--- src/rtl/deser_pkg.sv ---
package deser_pkg;
    typedef enum logic [1:0] {
        ST_HUNT  = 2'd0,
        ST_FILL  = 2'd1,
        ST_ARMED = 2'd2
    } asm_state_t;
endpackage

--- src/rtl/ddr_sampler.sv ---
module ddr_sampler (
    input  logic bit_clk,
    input  logic rst_n,
    input  logic ser_din,
    input  logic frm_clk,
    output logic rise_bit,
    output logic fall_bit,
    output logic frame_start
);
    logic rise_q;
    logic fall_q;
    logic frm_q;
    logic frm_prev;

    // Rising edge: even bit and frame-clock level.
    // Frame history resets high so a frame clock already high is no boundary.
    always_ff @(posedge bit_clk or negedge rst_n) begin
        if (!rst_n) begin
            rise_q   <= 1'b0;
            frm_q    <= 1'b1;
            frm_prev <= 1'b1;
        end else begin
            rise_q   <= ser_din;
            frm_q    <= frm_clk;
            frm_prev <= frm_q;
        end
    end

    // Falling edge: odd bit
    always_ff @(negedge bit_clk or negedge rst_n) begin
        if (!rst_n) fall_q <= 1'b0;
        else        fall_q <= ser_din;
    end

    assign rise_bit    = rise_q;
    assign fall_bit    = fall_q;
    assign frame_start = frm_q & ~frm_prev;
endmodule

--- src/rtl/word_builder.sv ---
module word_builder
    import deser_pkg::*;
#(
    parameter int PAIRS = 6
) (
    input  logic                 bit_clk,
    input  logic                 rst_n,
    input  logic                 rise_bit,
    input  logic                 fall_bit,
    input  logic                 frame_start,
    output logic [2*PAIRS-1:0]   word_out,
    output logic                 word_vld
);
    localparam int WORD_W = 2 * PAIRS;
    localparam int CNT_W  = (PAIRS > 2) ? $clog2(PAIRS) : 1;
    localparam logic [CNT_W-1:0] LAST = CNT_W'(PAIRS - 1);

    asm_state_t        state, state_nxt;
    logic [CNT_W-1:0]  cnt, cnt_nxt, wr_idx;
    logic              wr_en, emit;
    logic [PAIRS-1:0]  rise_acc, fall_acc, rise_nxt, fall_nxt;
    logic [WORD_W-1:0] word_nxt, word_q;
    logic              vld_q;

    always_comb begin
        state_nxt = state;
        cnt_nxt   = cnt;
        wr_idx    = cnt;
        wr_en     = 1'b0;
        emit      = 1'b0;
        unique case (state)
            ST_HUNT: begin
                if (frame_start) begin
                    state_nxt = ST_FILL;
                    wr_idx    = '0;
                    wr_en     = 1'b1;
                    cnt_nxt   = CNT_W'(1);
                end
            end
            ST_FILL: begin
                wr_en = 1'b1;
                if (frame_start) begin
                    wr_idx  = '0;
                    cnt_nxt = CNT_W'(1);
                end else if (cnt == LAST) begin
                    emit      = 1'b1;
                    state_nxt = ST_ARMED;
                    cnt_nxt   = '0;
                end else begin
                    cnt_nxt = cnt + CNT_W'(1);
                end
            end
            ST_ARMED: begin
                if (frame_start) begin
                    state_nxt = ST_FILL;
                    wr_idx    = '0;
                    wr_en     = 1'b1;
                    cnt_nxt   = CNT_W'(1);
                end else begin
                    state_nxt = ST_HUNT;
                end
            end
            default: state_nxt = ST_HUNT;
        endcase
    end

    always_comb begin
        rise_nxt = rise_acc;
        fall_nxt = fall_acc;
        for (int i = 0; i < PAIRS; i++) begin
            if (wr_en && wr_idx == CNT_W'(i)) begin
                rise_nxt[i] = rise_bit;
                fall_nxt[i] = fall_bit;
            end
        end
    end

    for (genvar g = 0; g < PAIRS; g++) begin : g_interleave
        assign word_nxt[2*g]   = rise_nxt[g];
        assign word_nxt[2*g+1] = fall_nxt[g];
    end

    // State register process
    always_ff @(posedge bit_clk or negedge rst_n) begin
        if (!rst_n) begin
            state    <= ST_HUNT;
            cnt      <= '0;
            rise_acc <= '0;
            fall_acc <= '0;
        end else begin
            state    <= state_nxt;
            cnt      <= cnt_nxt;
            rise_acc <= rise_nxt;
            fall_acc <= fall_nxt;
        end
    end

    // Output process
    always_ff @(posedge bit_clk or negedge rst_n) begin
        if (!rst_n) begin
            word_q <= '0;
            vld_q  <= 1'b0;
        end else begin
            vld_q <= emit;
            if (emit) word_q <= word_nxt;
        end
    end

    assign word_out = word_q;
    assign word_vld = vld_q;

    // Spacing tracker for the strobe-distance check
    logic [CNT_W:0] gap_cnt;
    logic           seen_vld;
    always_ff @(posedge bit_clk or negedge rst_n) begin
        if (!rst_n) begin
            gap_cnt  <= '0;
            seen_vld <= 1'b0;
        end else if (vld_q) begin
            gap_cnt  <= '0;
            seen_vld <= 1'b1;
        end else if (gap_cnt < (CNT_W+1)'(PAIRS)) begin
            gap_cnt <= gap_cnt + 1'b1;
        end
    end


    vld_pulse_chk: assert property (@(posedge bit_clk) disable iff (!rst_n)
        vld_q |=> !vld_q);


    vld_spacing_chk: assert property (@(posedge bit_clk) disable iff (!rst_n)
        (vld_q && seen_vld) |-> (gap_cnt >= (CNT_W+1)'(PAIRS - 1)));


    short_frame_drop_chk: assert property (@(posedge bit_clk) disable iff (!rst_n)
        (frame_start && state == ST_FILL) |=> (!vld_q && state == ST_FILL));


    overrun_hunt_chk: assert property (@(posedge bit_clk) disable iff (!rst_n)
        (state == ST_ARMED && !frame_start) |=> (state == ST_HUNT && !vld_q));


    hunt_hold_chk: assert property (@(posedge bit_clk) disable iff (!rst_n)
        (state == ST_HUNT && !frame_start) |=> (state == ST_HUNT && !vld_q));
endmodule

--- src/rtl/ddr_frame_deser.sv ---
module ddr_frame_deser #(
    parameter int PAIRS  = 6,
    parameter int WORD_W = 2 * PAIRS
) (
    input  logic              bit_clk,
    input  logic              rst_n,
    input  logic              ser_din,
    input  logic              frm_clk,
    output logic [WORD_W-1:0] word_out,
    output logic              word_vld
);
    logic rise_bit;
    logic fall_bit;
    logic frame_start;

    ddr_sampler u_sampler (
        .bit_clk     (bit_clk),
        .rst_n       (rst_n),
        .ser_din     (ser_din),
        .frm_clk     (frm_clk),
        .rise_bit    (rise_bit),
        .fall_bit    (fall_bit),
        .frame_start (frame_start)
    );

    word_builder #(.PAIRS(PAIRS)) u_builder (
        .bit_clk     (bit_clk),
        .rst_n       (rst_n),
        .rise_bit    (rise_bit),
        .fall_bit    (fall_bit),
        .frame_start (frame_start),
        .word_out    (word_out),
        .word_vld    (word_vld)
    );
endmodule

--- config.mk ---
export PLATFORM = sky130hd
export DESIGN_NAME = ddr_frame_deser
export DESIGN_NICKNAME = d
export VERILOG_FILES = /design/src/rtl/deser_pkg.sv /design/src/rtl/ddr_sampler.sv /design/src/rtl/word_builder.sv /design/src/rtl/ddr_frame_deser.sv
export SDC_FILE = /design/constraint.sdc
export NUM_CORES = 1
export LEC_CHECK = 0
export ABC_AREA = 1
export BUFFER_PORTS_ARGS = -buffer_cell sky130_fd_sc_hd__buf_2
export CORE_ASPECT_RATIO = 1.25
export CORE_UTILIZATION = 45
export CTS_BUF_LIST = sky130_fd_sc_hd__clkbuf_16
export CTS_CLUSTER_SIZE = 25
export DETAILED_ROUTE_END_ITERATION = 16
export PLACE_DENSITY = 0.71
export SYNTH_ARGS = -nofsm -noshare
export SYNTH_HDL_FRONTEND = slang
export SYNTH_HIERARCHICAL = 1
export SYNTH_SLANG_ARGS = --single-unit
export TNS_END_PERCENT = 50
--- constraint.sdc ---
create_clock -name bit_clk -period 2 [get_ports bit_clk]
set_clock_uncertainty 0.2 [all_clocks]
set_input_delay 0.3 -clock bit_clk [delete_from_list [all_inputs] [get_ports bit_clk]]
set_output_delay 0.3 -clock bit_clk [all_outputs]
set_load 0.05 [all_outputs]
==> flow_summary_export.csv <==
group,metric,value,unit
outcome,outcome,"finished with violations",
outcome,violations,"setup timing",
logic_synthesis,syn-instance-count,153,
floorplanning,die_area,3440,um^2
logic_synthesis,synth.distinct_cells,21,
logic_synthesis,synth_area,1450,um^2
detailed_routing,detail_route.first_pass.iterations,3,
place,numPortBuffers,16,
timing,hold_slack,0.166,ns
floorplanning,die_h,65.4,um
setup_path,cp_max_fo,5,
setup_path,cp.required,1.97,ns
logic_synthesis,synth_area_leaders,"dfrtp_1, nand2_1, dfstp_2",
clock_tree,cts_tree,"yes",
timing,worst_pin_slew,0.434,ns
floorplanning,top_level_ports,17,
finish,final_nets,181,
setup_path,path_class,"reg2reg",
global_routing,overflow,0,
detailed_routing,vias_per_cell,4.92,
hold_path,hold_path_depth,0,
detailed_routing,drc,0,
finish,multi_input_area,534,um^2
finish,areaGrowthSynthToFinish,18.7,%
power,power.density,1760,nW/um^2
floorplanning,rows,22,
setup_path,reg2reg_from,"u_sampler/fall_bit$_DFF_NN0_",
logic_synthesis,synth_top_family_by_area,"simple AND/OR/NAND/NOR gates",
clock_tree,htree_num_levels,2,
detailed_routing,drt-initial-drc-count,14,
logic_synthesis,yosysWarnings,6,
setup_path,r2r_setup_slack,-0.07,ns
logic_synthesis,netlist.area_leader.share,50.2,%
finish,drive_above_1_share,28.7,%
place,place.gp.congestion,0.828,
hold_path,hold_start,"u_sampler/frm_q$_DFF_PN1_",
run,cap_violations,0,
clock_tree,cts_setup_buffers,0,
finish,final_common_cell,"nand2_1",
detailed_routing,wire_per_inst,12.7,um
setup_path,start_kind,"flop",
power,leakage,0.915,nW
timing,rsz0062_at_grt,"true",
setup_path,crit_path_end_kind,"flop",
global_routing,grt_use_total,20.5,%
timing,slew-limit-headroom,71.0,%
hold_path,whs_endpoint,"u_sampler/frm_prev$_DFF_PN1_",
global_routing,grt_pass1_vias,1161,
floorplanning,initial_core_util,48.2,%
global_routing,grt_pass1_wl,5000,um
timing,finalHoldViolCount,0,
clock_tree,clockRootBuffer,"clkbuf_16",
logic_synthesis,yosysSeqAreaShare,55.6,%
detailed_routing,ant_nets,0,
finish,antenna_cells,0,
logic_synthesis,synth-simple-area-share,31.4,%
finish,final_cell_mix,"nand2_1, dfrtp_1, buf_2",
setup_path,reg2regPathDepth,3,
logic_synthesis,syn-num-nets,157,
logic_synthesis,avgSynthCellArea,9.45,um^2
timing,setup_viol,7,
place,hpwl,1940,um
detailed_routing,drt-total-wl,2710,um
clock_tree,path_clk_slew,0.05,ns
timing,drv_slew,0,
detailed_routing,num_vias,1052,
logic_synthesis,postSynthRegisterBits,32,
setup_path,r2r-end,"u_builder/fall_acc[1]$_DFF_PN0_",
clock_tree,clk_latency,0.29,ns
logic_synthesis,synth_top_cell_by_area,"dfrtp_1",
finish,nFillCells,283,
hold_path,min_path_type,"reg2reg",
logic_synthesis,synth_compound_area_share,5.19,%
place,pre_cts_ws,-0.0705,ns
finish,seq_area,803,um^2
clock_tree,clk_path_buf_depth,2,
logic_synthesis,synthAdderAreaFrac,0,%
logic_synthesis,synth_mux_area_share,0,%
floorplanning,die_w,52.7,um
logic_synthesis,synth-xor-area-share,0,%
global_routing,grt_max_degree,32,
power,vdd_drop_max,1.24,mV
clock_tree,cts.sink_count,32,
setup_path,cp.arrival,2.04,ns
clock_tree,cts_buffers,5,
timing,setup_slack,-0.0678,ns
global_routing,antenna_found_initial,0,
floorplanning,core,3000,um^2
[report_power, final]
part	internal [mW]	total, mW	switching (mW)
registers	0.899	1.04	0.138
clock network	0.445	0.690	0.244
logic	0.362	1.28	0.922
total	1.71	3.01	1.30
[registers in the layout, indices dropped and copies added (netlist names)]
register,count
u_sampler/rise_bit,1
u_builder/word_vld,1
u_builder/state,2
u_sampler/frm_q,1
u_builder/word_out,12
u_sampler/fall_bit,1
u_builder/cnt,3
u_builder/fall_acc,5
u_sampler/frm_prev,1
u_builder/rise_acc,5
[repair_timing]
item	4_1_cts	5_1_grt
hold endpoints to repair	31	0
endpoints found under the setup margin	7	10
cloned	0	0
resized for setup	0	1
hold buffers	3	0
pin swaps	7	1
[Yosys cell counts]
library cell,instances
dfrtp_1,29
nor2_1,4
dfstp_2,2
nand3_1,10
inv_1,14
nand4_1,5
o21ai_2,5
nor2_8,1
inv_2,7
o21ai_0,3
buf_6,3
dfrtn_1,1
nand2_1,47
nor2_2,4
o22ai_1,1
nand2_2,4
and2_1,6
nand3_2,1
nand3_4,3
a21oi_1,2
nand2_4,1
[metrics by stage]
step	cell area [um^2]	std cells	power, mW	TNS (ns)	util, %
after detailed placement	1540	203	2.33	-0.278	51.5
final	1720	214	3.01	-0.312	57.2
after CTS	1710	214	3.05	-0.324	57.0
after global placement	1540	203	2.28	-0.118	51.5
after floorplan	1450	153	2.08	0	-
after global routing	1720	214	3.24	-0.855	57.2
[worst max-delay path by stage]
stage / startpoint / end / slack (ns) / depth (start not counted)
2_1_floorplan: u_sampler/fall_bit$_DFF_NN0_ / u_builder/fall_acc[0]$_DFF_PN0_ / 0.0003 / 3
3_3_place_gp: u_sampler/fall_bit$_DFF_NN0_ / u_builder/fall_acc[0]$_DFF_PN0_ / -0.04 / 3
3_5_place_dp: u_sampler/fall_bit$_DFF_NN0_ / u_builder/fall_acc[0]$_DFF_PN0_ / -0.07 / 3
4_1_cts: u_sampler/fall_bit$_DFF_NN0_ / u_builder/fall_acc[1]$_DFF_PN0_ / -0.07 / 3
5_1_grt: u_sampler/fall_bit$_DFF_NN0_ / u_builder/word_out[7]$_DFFE_PN0P_ / -0.14 / 4
6_report: u_sampler/fall_bit$_DFF_NN0_ / u_builder/fall_acc[1]$_DFF_PN0_ / -0.07 / 3
[area by class of cell]
class | count | area share (%)
clock inverter | 3 | 0.656
tap | 36 | 2.63
inverter | 21 | 4.60
timing repair buffer | 20 | 6.86
sequential | 32 | 46.8
clock buffer | 5 | 7.29
multi-input combinational | 97 | 31.1
[kinds of logic after synthesis]
logic type	after synthesis
compound gates	11
flops	32
buf+inv	24
simple gates	86
[worst max-delay path, stage by stage, from the launching register on]
cell and delay, ns:
dfrtn_1 0.35, inv_2 0.12, nand4_1 0.11, and2_1 0.16
[routing by layer]
layer | global-route usage (%) | wire length, um
met1 | 21.1 | 1080
met2 | 35.8 | 1490
met3 | 6.25 | 91
met4 | 11.5 | 57
met5 | 0 | 0
Power figures use the tool's default switching activity.
